$ cat src/rtl/vf_err_pkg.sv
package vf_err_pkg;

    localparam int VF_W = 11;
    localparam int PF_W = 3;

    typedef struct packed {
        logic [VF_W-1:0] vf;
        logic [PF_W-1:0] pf;
    } vf_err_entry_t;

    typedef enum logic [0:0] {
        ST_IDLE  = 1'b0,
        ST_OFFER = 1'b1
    } req_state_e;

endpackage

$ cat src/rtl/vf_slot_capture.sv
module vf_slot_capture
    import vf_err_pkg::*;
#(
    parameter int NUM_SLOTS = 2
) (
    input  logic [NUM_SLOTS-1:0]      poison_wr,
    input  logic [NUM_SLOTS-1:0]      poison_cpl,
    input  logic [NUM_SLOTS-1:0]      ur_posted,
    input  logic [NUM_SLOTS-1:0]      ca_posted,
    input  logic [NUM_SLOTS*VF_W-1:0] vf_bus,
    input  logic [NUM_SLOTS*PF_W-1:0] pf_bus,
    output logic [NUM_SLOTS-1:0]      hit,
    output vf_err_entry_t [NUM_SLOTS-1:0] entry
);

    for (genvar s = 0; s < NUM_SLOTS; s++) begin : g_slot
        // any of the four kinds yields one entry
        assign hit[s]      = poison_wr[s] | poison_cpl[s] | ur_posted[s] | ca_posted[s];
        assign entry[s].vf = vf_bus[s*VF_W +: VF_W];
        assign entry[s].pf = pf_bus[s*PF_W +: PF_W];
    end

endmodule

$ cat src/rtl/vf_err_fifo.sv
module vf_err_fifo
    import vf_err_pkg::*;
#(
    parameter int DEPTH = 8,
    parameter int NPUSH = 2,
    localparam int PTR_W = (DEPTH > 1) ? $clog2(DEPTH) : 1,
    localparam int CW    = $clog2(DEPTH + 1),
    localparam int SW    = CW + 1,
    localparam int DW    = $clog2(NPUSH + 1)
) (
    input  logic                      clk,
    input  logic                      rst,
    input  logic [NPUSH-1:0]          push_valid,
    input  vf_err_entry_t [NPUSH-1:0] push_data,
    input  logic                      pop,
    output vf_err_entry_t             head,
    output logic                      empty,
    output logic [DW-1:0]             drop_num
);

    vf_err_entry_t    mem [DEPTH];
    logic [PTR_W-1:0] rd_ptr, wr_ptr, wr_ptr_d;
    logic [CW-1:0]    count, count_d;
    logic [NPUSH-1:0] we;
    logic [PTR_W-1:0] waddr [NPUSH];

    function automatic logic [PTR_W-1:0] nxt(input logic [PTR_W-1:0] p);
        return (p == PTR_W'(DEPTH - 1)) ? '0 : p + PTR_W'(1);
    endfunction

    // room judged on start-of-cycle occupancy, slot order gives priority
    always_comb begin
        logic [SW-1:0]    n_acc;
        logic [PTR_W-1:0] widx;
        n_acc    = '0;
        widx     = wr_ptr;
        drop_num = '0;
        for (int k = 0; k < NPUSH; k++) begin
            we[k]    = 1'b0;
            waddr[k] = widx;
            if (push_valid[k]) begin
                if (({1'b0, count} + n_acc) < SW'(DEPTH)) begin
                    we[k] = 1'b1;
                    widx  = nxt(widx);
                    n_acc = n_acc + SW'(1);
                end else begin
                    drop_num = drop_num + DW'(1);
                end
            end
        end
        wr_ptr_d = widx;
        count_d  = CW'({1'b0, count} + n_acc - SW'(pop));
    end

    always_ff @(posedge clk) begin
        if (rst) begin
            rd_ptr <= '0;
            wr_ptr <= '0;
            count  <= '0;
        end else begin
            wr_ptr <= wr_ptr_d;
            count  <= count_d;
            if (pop) rd_ptr <= nxt(rd_ptr);
        end
    end

    always_ff @(posedge clk) begin
        for (int k = 0; k < NPUSH; k++) begin
            if (we[k]) mem[waddr[k]] <= push_data[k];
        end
    end

    assign head  = mem[rd_ptr];
    assign empty = (count == '0);

endmodule

$ cat src/rtl/vf_sat_counter.sv
module vf_sat_counter #(
    parameter int W  = 8,
    parameter int IW = 2
) (
    input  logic          clk,
    input  logic          rst,
    input  logic [IW-1:0] inc,
    output logic [W-1:0]  cnt
);

    logic [W:0] sum;
    assign sum = {1'b0, cnt} + (W+1)'(inc);

    always_ff @(posedge clk) begin
        if (rst)         cnt <= '0;
        else if (sum[W]) cnt <= '1;
        else             cnt <= sum[W-1:0];
    end

endmodule

$ cat src/rtl/vf_err_msg_req.sv
module vf_err_msg_req
    import vf_err_pkg::*;
#(
    parameter int NUM_SLOTS = 2,
    parameter int DEPTH     = 8,
    parameter int CNT_W     = 8,
    localparam int DW       = $clog2(NUM_SLOTS + 1)
) (
    input  logic                      clk,
    input  logic                      rst,
    input  logic [NUM_SLOTS-1:0]      err_poison_wr,
    input  logic [NUM_SLOTS-1:0]      err_poison_cpl,
    input  logic [NUM_SLOTS-1:0]      err_ur_posted,
    input  logic [NUM_SLOTS-1:0]      err_ca_posted,
    input  logic [NUM_SLOTS*11-1:0]   err_vf,
    input  logic [NUM_SLOTS*3-1:0]    err_pf,
    input  logic                      core_overflow,
    output logic                      msg_set,
    output logic [10:0]               msg_vf,
    output logic [2:0]                msg_pf,
    input  logic                      msg_ready,
    output logic                      lost_sticky,
    output logic [CNT_W-1:0]          drop_count,
    output logic [CNT_W-1:0]          core_lost_count
);

    logic [NUM_SLOTS-1:0]          slot_hit;
    vf_err_entry_t [NUM_SLOTS-1:0] slot_entry;
    vf_err_entry_t                 q_head, out_q;
    logic                          q_empty, q_pop;
    logic [DW-1:0]                 q_drop;
    req_state_e                    state_q, state_d;

    vf_slot_capture #(.NUM_SLOTS(NUM_SLOTS)) u_cap (
        .poison_wr (err_poison_wr),
        .poison_cpl(err_poison_cpl),
        .ur_posted (err_ur_posted),
        .ca_posted (err_ca_posted),
        .vf_bus    (err_vf),
        .pf_bus    (err_pf),
        .hit       (slot_hit),
        .entry     (slot_entry)
    );

    vf_err_fifo #(.DEPTH(DEPTH), .NPUSH(NUM_SLOTS)) u_fifo (
        .clk       (clk),
        .rst       (rst),
        .push_valid(slot_hit),
        .push_data (slot_entry),
        .pop       (q_pop),
        .head      (q_head),
        .empty     (q_empty),
        .drop_num  (q_drop)
    );

    // saturating count of locally discarded entries
    vf_sat_counter #(.W(CNT_W), .IW(DW)) u_drop_cnt (
        .clk(clk), .rst(rst), .inc(q_drop), .cnt(drop_count)
    );

    // saturating count of core overflow cycles
    vf_sat_counter #(.W(CNT_W), .IW(1)) u_lost_cnt (
        .clk(clk), .rst(rst), .inc(core_overflow), .cnt(core_lost_count)
    );

    // next-state logic: load and accept transitions
    always_comb begin
        state_d = state_q;
        unique case (state_q)
            ST_IDLE:  if (!q_empty)  state_d = ST_OFFER;
            ST_OFFER: if (msg_ready) state_d = ST_IDLE;
            default:                 state_d = ST_IDLE;
        endcase
    end

    assign q_pop = (state_q == ST_IDLE) && !q_empty;

    // state register
    always_ff @(posedge clk) begin
        if (rst) state_q <= ST_IDLE;
        else     state_q <= state_d;
    end

    // output register: loaded only on the load transition, so held in ST_OFFER
    always_ff @(posedge clk) begin
        if (rst) begin
            out_q       <= '0;
            lost_sticky <= 1'b0;
        end else begin
            if (q_pop)         out_q       <= q_head;
            if (core_overflow) lost_sticky <= 1'b1;
        end
    end

    assign msg_set = (state_q == ST_OFFER);
    assign msg_vf  = out_q.vf;
    assign msg_pf  = out_q.pf;

endmodule

$ cat config.mk
export PLATFORM = sky130hd
export DESIGN_NAME = vf_err_msg_req
export DESIGN_NICKNAME = d
export VERILOG_FILES = /design/src/rtl/vf_err_pkg.sv /design/src/rtl/vf_slot_capture.sv /design/src/rtl/vf_err_fifo.sv /design/src/rtl/vf_sat_counter.sv /design/src/rtl/vf_err_msg_req.sv
export SDC_FILE = /design/constraint.sdc
export NUM_CORES = 1
export LEC_CHECK = 0
export ABC_AREA = 0
export ABC_CLOCK_PERIOD_IN_PS = 4600
export CAP_MARGIN = 20
export CORE_MARGIN = 4
export CORE_UTILIZATION = 45
export DETAILED_ROUTE_END_ITERATION = 8
export DONT_BUFFER_PORTS = 1
export SLEW_MARGIN = 10
export SYNTH_ARGS = -nofsm -noshare
export SYNTH_HDL_FRONTEND = slang
export SYNTH_SLANG_ARGS = --single-unit
$ cat constraint.sdc
create_clock -name clk -period 4.6 [get_ports clk]
set_clock_uncertainty 0.1 [all_clocks]
set_input_delay 0.92 -clock clk [delete_from_list [all_inputs] [get_ports clk]]
set_output_delay 0.92 -clock clk [all_outputs]
set_load 0.02 [all_outputs]
==> results of run 1 <==
-- layout make-up --
type	count	area (um^2)	area share [%]
Sequential cell	154	4210	48.5
Multi-Input combinational cell	341	3410	39.3
Clock buffer	17	425	4.90
Tap cell	225	282	3.25
Timing Repair Buffer	19	155	1.79
Clock inverter	15	134	1.54
Inverter	16	60.1	0.692
-- layer usage --
metal	vias up	GRT usage [%]
met5	-	0
met4	0	5.41
met3	15	4.71
met2	116	32.1
met1	2337	24.2
li1	2128	-
-- power groups by stage --
stage	Combinational, W	Sequential [W]	Clock, W
2_1_floorplan	0.00158	0.00229	0
3_3_place_gp	0.00204	0.00245	0
3_5_place_dp	0.00208	0.00246	0
4_1_cts	0.00209	0.00243	0.00135
5_1_grt	0.00225	0.00248	0.00141
6_report	0.00205	0.00242	0.00133
-- kinds of logic after synthesis --
family	Yosys count	synth area share, %
AOI/OAI and AO/OA	72	6.79
xor gates and xnor gates	10	1.12
adders and majority gates	18	3.06
buffers and inverters	47	3.04
DFF	154	53.6
muxes	155	26.0
and+or+nand+nor	86	6.41
-- state kept, by name, indices dropped and copies added, names as in the netlist --
signal          flops
msg_vf             11
lost_sticky         1
u_fifo.mem        112
msg_pf              3
u_fifo.rd_ptr       3
u_fifo.count        4
u_drop_cnt.cnt      8
msg_set             1
u_fifo.wr_ptr       3
u_lost_cnt.cnt      8
-- per-stage QoR --
| step | util, % | hold slack, ns |
|---|---|---|
| floorplan | - | 0.455 |
| global placement | 47.2 | 0.468 |
| detailed placement | 47.2 | 0.487 |
| CTS | 50.5 | 0.434 |
| global route | 50.5 | 0.434 |
| finish | 50.5 | 0.458 |
-- cells in the mapped netlist (2+ instances only) --
master	number	share of area (%)
a211oi_1	16	1.5
a21o_1	5	0.48
a21oi_1	21	1.3
a21oi_2	2	0.22
a2bb2oi_2	3	0.57
a311oi_1	2	0.22
a31oi_1	2	0.16
and3_1	3	0.24
and4_1	2	0.22
buf_1	2	0.096
buf_2	5	0.32
buf_4	3	0.29
buf_6	6	0.86
clkbuf_1	15	0.72
dfxtp_1	42	11
edfxtp_1	112	43
fa_1	2	0.51
ha_1	16	2.6
inv_1	16	0.77
mux2_1	8	1.1
mux2_2	104	15
mux2i_1	15	1.9
mux4_2	28	8.0
nand2_1	15	0.72
nand2b_1	7	0.56
nand3_1	4	0.26
nand4_1	2	0.16
nor2_1	25	1.2
nor2b_1	6	0.48
nor3_1	4	0.26
nor3b_1	3	0.29
nor4_1	2	0.16
nor4_4	2	0.54
o211a_1	2	0.26
o21ai_0	7	0.45
o21bai_1	5	0.48
o22ai_2	4	0.64
or2_2	2	0.16
or3_1	2	0.16
xnor2_1	6	0.67
xor2_1	4	0.45
-- placed cells by master, fill, tap and decap left out, types with 3 or more instances in the layout --
| cell type | n |
|---|---|
| a211oi_1 | 16 |
| a21o_1 | 5 |
| a21oi_1 | 21 |
| a2bb2oi_2 | 3 |
| and3_1 | 3 |
| buf_4 | 18 |
| clkbuf_16 | 17 |
| clkinv_4 | 6 |
| dfxtp_1 | 40 |
| edfxtp_1 | 112 |
| ha_1 | 16 |
| inv_1 | 16 |
| inv_6 | 3 |
| inv_8 | 4 |
| mux2_1 | 8 |
| mux2_2 | 104 |
| mux2i_1 | 15 |
| mux4_2 | 28 |
| nand2_1 | 15 |
| nand2b_1 | 7 |
| nand3_1 | 4 |
| nor2_1 | 25 |
| nor2b_1 | 6 |
| nor3_1 | 4 |
| nor3b_1 | 3 |
| o21ai_0 | 3 |
| o21ai_1 | 4 |
| o21bai_1 | 5 |
| o22ai_2 | 4 |
| xnor2_1 | 6 |
| xor2_1 | 4 |
-- worst max path at each step --
stage	slack, ns	from	cells past startpoint	to
final	1.25	u_fifo.count[3]$_SDFF_PP0_	7	u_fifo.mem[1][10]$_DFFE_PP_
after global routing	1.02	u_fifo.count[3]$_SDFF_PP0_	6	u_fifo.mem[2][6]$_DFFE_PP_
after CTS	1.22	u_fifo.count[3]$_SDFF_PP0_	6	u_fifo.mem[2][6]$_DFFE_PP_
after detailed placement	0.90	err_poison_cpl[1]	10	u_drop_cnt.cnt[5]$_SDFF_PP0_
after global placement	0.94	err_ca_posted[0]	6	u_fifo.mem[5][3]$_DFFE_PP_
after floorplan	1.10	err_poison_cpl[1]	11	u_drop_cnt.cnt[5]$_SDFF_PP0_
==> results_dict.tcl, run 1 <==
set metrics [dict create \
    synth-edff-count 112 \
    holdBufCountCts 0 \
    rsz0062_at_grt "false" \
    min_period_over_period_pct 72.8 \
    tightest_slew_ns 1.15 \
    finalHoldViolations 0 \
    clk_path_buf_depth 2 \
    clk_pin_slew_ns 0.07 \
    ys_seq_area_share_pct 53.6 \
    cp.arrival_ns 3.38 \
    final_cells 787 \
    crit_family "compound AO/OA/AOI/OAI gates" \
    slowest_delay_ns 0.58 \
    drt-initial-drc-count 328 \
    finalPower_w 0.00580 \
    design.core.area_um2 17200 \
    ir_drop_mv 0.396 \
    clk_latency_ns 0.43 \
    pwr-share-clk_pct 22.9 \
    min_period_ns 3.35 \
    cts_tree "yes" \
    grt_pass1_vias 4848 \
    max_freq_mhz 298 \
    place_area_um2 8120 \
    met2_length_mm 9.13 \
    tns_ns 0 \
    die_area_um2 19600 \
    dr.pass1.iters 6 \
    cp-start-kind "flip-flop" \
    async_flop_share_pct 0 \
    dp_cells 755 \
    rows 48 \
    root_buffer "clkbuf_16" \
    whs_endpoint "u_fifo.count[1]$_SDFF_PP0_" \
    finalNetCount 607 \
    drt_wl_total_mm 18.0 \
    p_int_w 0.00375 \
    reg2regPathDepth 7 \
    cp_slowest_cell "nor4b_2" \
    grt_antenna_before_repair 0 \
    syn_inst 542 \
    p_per_area_nw_per_um2 669 \
    outcome "completed" \
    htree_levels 4 \
    io-pin-count 72 \
    drive_gt1_share_pct 36.3 \
    syn2layout_area_growth_pct 10.5 \
    gp_congestion 0.812 \
    synth_fp_nets 600 \
    whs_path_depth 1 \
    antenna_cells 0 \
    dieWidth_um 140 \
    endpoint_kind "flip-flop" \
    grt_max_degree 43 \
    path_max_fanout 15 \
    finalWorstSetupSlack_ns 1.25 \
    cts.repair.resized 0 \
    initial_core_util_pct 45.7 \
    maxCapViolCount 0 \
    hold_class "primary input to flip-flop" \
    cp.buffers_inverters 2 \
    port_buffers 0 \
    grt_pass1_wl_mm 28.2 \
    regToRegSetupSlack_ns 1.25 \
    via_per_inst 5.84 \
    leakagePower_nw 2.96 \
    die_h_um 140 \
    worstReg2RegEnd "u_fifo.mem[1][10]$_DFFE_PP_" \
    pwr-share-seq_pct 41.8 \
    syn_area_per_cell_um2 14.5 \
    wl_per_cell_um 22.8 \
    final_area_um2 8670 \
    yosysWarnings 0 \
    dp_slack_ns 0.905 \
    critical_path_class "flip-flop to flip-flop" \
    worstPathRequired_ns 4.63 \
    cts_sinks 154 \
    p_comb_share_pct 35.3 \
    path_cells "ha_1 -> o211a_1 -> nor4b_2 -> o22ai_2 -> buf_4 -> o21ai_1 -> buf_4" \
    route.layer.met1.wl_mm 7.59 \
    setup_viol 0 \
    synth_flop_cell "edfxtp_1" \
    numCtsBuffers 17 \
    grtUsageTotal_pct 18.9 \
    fill_cells 1476 \
    highest_layer "met4" \
    synth.cell_area_um2 7850 \
    hold_path.startpoint "rst" \
    power.switching_w 0.00205 \
    swShare_pct 35.3 \
    synth_seq_cells 154 \
    crit_top_cell "buf_4" \
    cts_setup_buffers 0 \
    vias 4596 \
    drv_slew 0 \
    place_hpwl_mm 11.5 \
    overflow 0 \
    ant_nets 0 \
    yosysUniqueCellTypes 51 \
    dr_wl_met3_mm 1.04 \
    maxSlewHeadroom_pct 23.0 \
    remaining_drc_errors 0 \
    crit-reg2reg-launch "u_fifo.count[3]$_SDFF_PP0_" \
]
Power figures use the tool's default switching activity.
==> inputs of run 2 (changes only) <==
--- a/config.mk
+++ b/config.mk
@@ -5,8 +5,8 @@
 export SDC_FILE = /design/constraint.sdc
 export NUM_CORES = 1
 export LEC_CHECK = 0
-export ABC_AREA = 0
-export ABC_CLOCK_PERIOD_IN_PS = 4600
+export ABC_AREA = 1
+export ABC_CLOCK_PERIOD_IN_PS = 3500
 export CAP_MARGIN = 20
 export CORE_MARGIN = 4
 export CORE_UTILIZATION = 45
==> constraint.sdc (replaced) <==
create_clock -name clk -period 3.5 [get_ports clk]
set_clock_uncertainty 0.1 [all_clocks]
set_input_delay 0.7 -clock clk [delete_from_list [all_inputs] [get_ports clk]]
set_output_delay 0.7 -clock clk [all_outputs]
set_load 0.02 [all_outputs]
==> results_dict.tcl, run 2 <==
set metrics [dict create \
    overflow 0 \
    critical_path_class "flip-flop to flip-flop" \
    drt_wl_total_mm 23.0 \
    gp_congestion 0.807 \
    synth.cell_area_um2 8650 \
    finalNetCount 1162 \
    max_freq_mhz 330 \
    syn2layout_area_growth_pct 8.57 \
    cts_sinks 154 \
    die_area_um2 21500 \
    cts_setup_buffers 0 \
    finalHoldViolations 0 \
    grt_max_degree 39 \
    rsz0062_at_grt "false" \
    via_per_inst 5.17 \
    synth_seq_cells 154 \
    cts.repair.resized 0 \
    slowest_delay_ns 0.45 \
    initial_core_util_pct 45.9 \
    cp.arrival_ns 3.29 \
    design.core.area_um2 18800 \
    ys_seq_area_share_pct 48.6 \
    io-pin-count 72 \
    clk_latency_ns 0.42 \
    maxCapViolCount 0 \
    remaining_drc_errors 0 \
    grtUsageTotal_pct 21.7 \
    synth.most_common_cell "nand2_1" \
    antenna_cells 0 \
    final_common_cell "nand2_1" \
    largest_register_ffs 112 \
    endpoint_kind "flip-flop" \
    drt-initial-drc-count 600 \
    regToRegSetupSlack_ns 0.47 \
    tightest_slew_ns 0.729 \
    yosysUniqueCellTypes 30 \
    reg2regPathDepth 17 \
    worst-path-stages 17 \
    synth_fp_nets 1201 \
    tns_ns 0 \
    p_per_area_nw_per_um2 992 \
    final_cells 1376 \
    place_hpwl_mm 15.0 \
    min_period_ns 3.03 \
    syn_inst 1143 \
    worstReg2RegEnd "u_drop_cnt.cnt[3]$_SDFF_PP0_" \
    ir_drop_mv 0.583 \
    ant_nets 0 \
    vias 7113 \
    finalPower_w 0.00931 \
    synthTopCellsByCount "444 x nand2_1, 216 x nand3_1, 125 x inv_1, 112 x edfxtp_1, 42 x dfxtp_1" \
    numCtsBuffers 17 \
    path_max_fanout 7 \
    holdBufCountCts 0 \
    grt_pass1_vias 6829 \
    synth-edff-count 112 \
    crit_family "simple AND/OR/NAND/NOR gates" \
    crit_top_cell "inv_1" \
    syn_area_per_cell_um2 7.56 \
    mostFrequentLayoutCells "444 x nand2_1, 216 x nand3_1, 124 x inv_1" \
    grt_antenna_before_repair 0 \
    finalWorstSetupSlack_ns 0.471 \
    worstPathRequired_ns 3.76 \
    cp_slowest_cell "dfxtp_1" \
    dp_slack_ns 0.224 \
    die_h_um 147 \
    root_buffer "clkbuf_16" \
    drive_gt1_share_pct 6.72 \
    synth_flop_cell "edfxtp_1" \
    yosys.area.top_type "edfxtp_1" \
    dp_cells 1344 \
    htree_levels 4 \
    maxSlewHeadroom_pct 51.3 \
    path_cells "ha_1 -> nor2_1 -> nor2_1 -> nand2_1 -> nand2_4 -> inv_1 -> nor3_1 -> ha_1 -> inv_1 -> fa_1 -> inv_1 -> nand2_1 -> nor3_1 -> nand3_1 -> o21ai_0 -> nand2_1 -> inv_1" \
    setup_viol 0 \
    endpoint "u_drop_cnt.cnt[3]$_SDFF_PP0_" \
    leakagePower_nw 4.43 \
    cp-start-kind "flip-flop" \
    cp.buffers_inverters 4 \
    yosysWarnings 0 \
    drv_slew 0 \
    rows 50 \
    clk_path_buf_depth 2 \
    dr.pass1.iters 6 \
    dieWidth_um 147 \
    crit-reg2reg-launch "u_fifo.count[3]$_SDFF_PP0_" \
    hold_path.startpoint "rst" \
    hold-worst-slack_ns 0.245 \
    hold_class "primary input to flip-flop" \
    min_period_over_period_pct 86.5 \
    cts_tree "yes" \
    outcome "completed" \
    synth.top_cell.area_share_pct 38.9 \
    synth_area_leaders "edfxtp_1 39%, nand2_1 19%, nand3_1 13%" \
    clk_pin_slew_ns 0.06 \
    port_buffers 0 \
    startpoint "u_fifo.count[3]$_SDFF_PP0_" \
    wl_per_cell_um 16.7 \
    async_flop_share_pct 0 \
    grt_pass1_wl_mm 36.5 \
]
==> run 2: final cells by class <==
cell class,instances,area [um^2]
inverters,128,480
fillers,1804,9440
clock buffers,19,433
well taps,260,325
repair buffers,29,225
clock inverters,12,221
multi-input cells,774,3500
flip-flops and latches,154,4210
==> run 2: layer usage <==
metal	GRT usage, %	wire length [um]	up-vias
met3	4.56	1390	50
met2	36.4	11100	247
li1	-	-	3554
met4	11.4	867	0
met1	26.3	9600	3262
met5	0	0	-
==> run 2: worst min-delay path by stage <==
stage                                               to  slack [ns]  depth (start not counted)
after floorplan                 msg_pf[0]$_SDFFE_PP0P_        0.44                          2
after global placement          msg_vf[8]$_SDFFE_PP0P_        0.45                          2
after detailed placement        msg_vf[8]$_SDFFE_PP0P_        0.45                          2
after CTS                       msg_vf[1]$_SDFFE_PP0P_        0.22                          1
after global routing      u_lost_cnt.cnt[0]$_SDFF_PP0_        0.22                          1
final                           msg_vf[5]$_SDFFE_PP0P_        0.24                          1
==> run 2: cell families after synthesis <==
family,after synthesis,synth area share [%]
XOR/XNOR,5,0.506
flip-flops,154,48.6
buffers and inverters,215,10.9
AO/OA/AOI/OAI,42,2.55
AND/OR/NAND/NOR,709,34.6
adder cells (fa/ha/maj),18,2.78
==> run 2: power by group <==
| group | switching, W | total, W | internal [W] |
|---|---|---|---|
| combinational | 0.00285 | 0.00400 | 0.00115 |
| sequential | 0.000340 | 0.00323 | 0.00289 |
| clock | 0.000751 | 0.00208 | 0.00133 |
==> run 2: stage by stage <==
step | utilization (%) | area, um^2
finish | 49.8 | 9390
global route | 49.8 | 9390
CTS | 49.8 | 9370
detailed placement | 46.3 | 8720
global placement | 46.3 | 8720
floorplan | - | 8650
==> inputs of run 3 (changes only) <==
--- a/config.mk
+++ b/config.mk
@@ -5,9 +5,8 @@
 export SDC_FILE = /design/constraint.sdc
 export NUM_CORES = 1
 export LEC_CHECK = 0
-export ABC_AREA = 1
 export ABC_CLOCK_PERIOD_IN_PS = 3500
-export CAP_MARGIN = 20
+export CAP_MARGIN = 30
 export CORE_MARGIN = 4
 export CORE_UTILIZATION = 45
 export DETAILED_ROUTE_END_ITERATION = 8
==> results_dict.tcl, run 3 (synthesis gave the netlist of run 1 again) <==
set metrics [dict create \
    grt_pass1_vias 4957 \
    outcome "completed" \
    endpoint_kind "flip-flop" \
    max_freq_mhz 316 \
    clk_latency_ns 0.42 \
    final_common_cell "edfxtp_1" \
    syn2layout_area_growth_pct 11.6 \
    finalPower_w 0.00767 \
    die_h_um 140 \
    drt-initial-drc-count 316 \
    remaining_drc_errors 0 \
    grt_pass1_wl_mm 28.4 \
    finish.utilization_pct 51.0 \
    hold-worst-slack_ns 0.245 \
    cts_setup_buffers 0 \
    reg2regPathDepth 11 \
    cp.arrival_ns 3.41 \
    pwr-share-clk_pct 21.9 \
    cts_sinks 154 \
    min_period_ns 3.16 \
    tns_ns 0 \
    antenna_cells 0 \
    crit-reg2reg-launch "u_fifo.count[3]$_SDFF_PP0_" \
    dieWidth_um 140 \
    clk_pin_slew_ns 0.06 \
    finalHoldViolations 0 \
    path_max_fanout 14 \
    maxSlewHeadroom_pct 52.8 \
    pwr-share-seq_pct 40.4 \
    root_buffer "clkbuf_16" \
    critical_path_class "flip-flop to flip-flop" \
    regToRegSetupSlack_ns 0.34 \
    tightest_slew_ns 0.702 \
    initial_core_util_pct 45.7 \
    gp_congestion 0.778 \
    mostFrequentLayoutCells "112 x edfxtp_1, 104 x mux2_2, 41 x dfxtp_1" \
    worstReg2RegEnd "u_drop_cnt.cnt[5]$_SDFF_PP0_" \
    clk_path_buf_depth 2 \
    ant_nets 0 \
    grt_max_degree 43 \
    setup_viol 0 \
    dr.pass1.iters 5 \
    worstPathRequired_ns 3.75 \
    wl_per_cell_um 22.5 \
    rows 48 \
    holdBufCountCts 0 \
    port_buffers 0 \
    leakagePower_nw 3.01 \
    numCtsBuffers 17 \
    die_area_um2 19600 \
    min_period_over_period_pct 90.3 \
    drive_gt1_share_pct 37.1 \
    rsz0062_at_grt "false" \
    overflow 0 \
    hold_path.startpoint "rst" \
    cts.repair.resized 0 \
    hold_class "primary input to flip-flop" \
    ir_drop_mv 0.575 \
    p_per_area_nw_per_um2 876 \
    drt_wl_total_mm 18.1 \
    maxCapViolCount 0 \
    swShare_pct 34.6 \
    place_hpwl_mm 12.1 \
    largest_register_ffs 112 \
    fill_cells 1519 \
    grt_antenna_before_repair 0 \
    cp-start-kind "flip-flop" \
    p_int_w 0.00502 \
    design.core.area_um2 17200 \
    drv_slew 0 \
    cts_tree "yes" \
    via_per_inst 5.74 \
    htree_levels 4 \
    whs_endpoint "u_drop_cnt.cnt[4]$_SDFF_PP0_" \
    power.switching_w 0.00265 \
    finalNetCount 622 \
    io-pin-count 72 \
    grtUsageTotal_pct 19.2 \
    p_comb_share_pct 37.6 \
    whs_path_depth 1 \
    vias 4606 \
]
==> run 3: changes by cell type in the layout (fill, tap and decap cells not counted), moves of 15 or more <==
cell,before,now
mux4_2,0,28
a211oi_1,1,16
inv_1,124,16
nand3_1,216,4
mux2_2,0,104
nand2_1,444,15
mux2i_1,0,15
==> run 3: critical path, cell delays in order, from the launching register on <==
cell and delay (ns):
dfxtp_1 0.63, ha_1 0.26, o211a_1 0.26, nand3_1 0.09
o21ai_0 0.11, ha_1 0.20, inv_1 0.06, fa_1 0.40
and3b_1 0.30, nand3_1 0.12, or2_2 0.39, a31oi_1 0.17
==> run 3: worst max-delay path by stage <==
stage,startpoint,end,slack (ns),depth (start not counted)
after floorplan,err_poison_cpl[1],u_drop_cnt.cnt[5]$_SDFF_PP0_,0.22,11
after global placement,err_ca_posted[0],u_fifo.count[3]$_SDFF_PP0_,0.40,10
after detailed placement,err_ca_posted[0],u_drop_cnt.cnt[5]$_SDFF_PP0_,0.34,10
after CTS,u_fifo.count[3]$_SDFF_PP0_,u_drop_cnt.cnt[5]$_SDFF_PP0_,0.33,11
after global routing,u_fifo.count[3]$_SDFF_PP0_,u_drop_cnt.cnt[0]$_SDFF_PP0_,0.08,11
final,u_fifo.count[3]$_SDFF_PP0_,u_drop_cnt.cnt[5]$_SDFF_PP0_,0.34,11
==> run 3: layer usage <==
metal	vias up	global-route usage (%)	part of all wire, %
met5	-	0	0
li1	2153	-	-
met1	2330	23.9	42
met4	0	5.81	1.1
met2	106	33.0	51
met3	17	4.88	5.7
==> run 3: metrics by stage <==
step | area (um^2) | worst slack, ns | std cells
2_1_floorplan | 7850 | 0.217 | 542
3_3_place_gp | 8230 | 0.395 | 770
3_5_place_dp | 8230 | 0.337 | 770
4_1_cts | 8760 | 0.326 | 802
5_1_grt | 8760 | 0.0826 | 802
6_report | 8760 | 0.340 | 802
==> run 3: layout make-up <==
type                    count  area [um^2]  share of cell area (%)
multi-input cells         341         3410                    38.9
inverters                  16         60.1                   0.685
flip-flops and latches    154         4210                    48.0
clock inverters            14          106                    1.21
well taps                 225          282                    3.21
repair buffers             34          268                    3.06
clock buffers              18          429                    4.90
==> run 3: power by group through the flow <==
| stage | sequential [W] | combinational (W) | clock, W |
|---|---|---|---|
| after floorplan | 0.00301 | 0.00208 | 0 |
| after global placement | 0.00312 | 0.00285 | 0 |
| after detailed placement | 0.00315 | 0.00291 | 0 |
| after CTS | 0.00311 | 0.00293 | 0.00172 |
| after global routing | 0.00317 | 0.00315 | 0.00180 |
| final | 0.00310 | 0.00289 | 0.00168 |
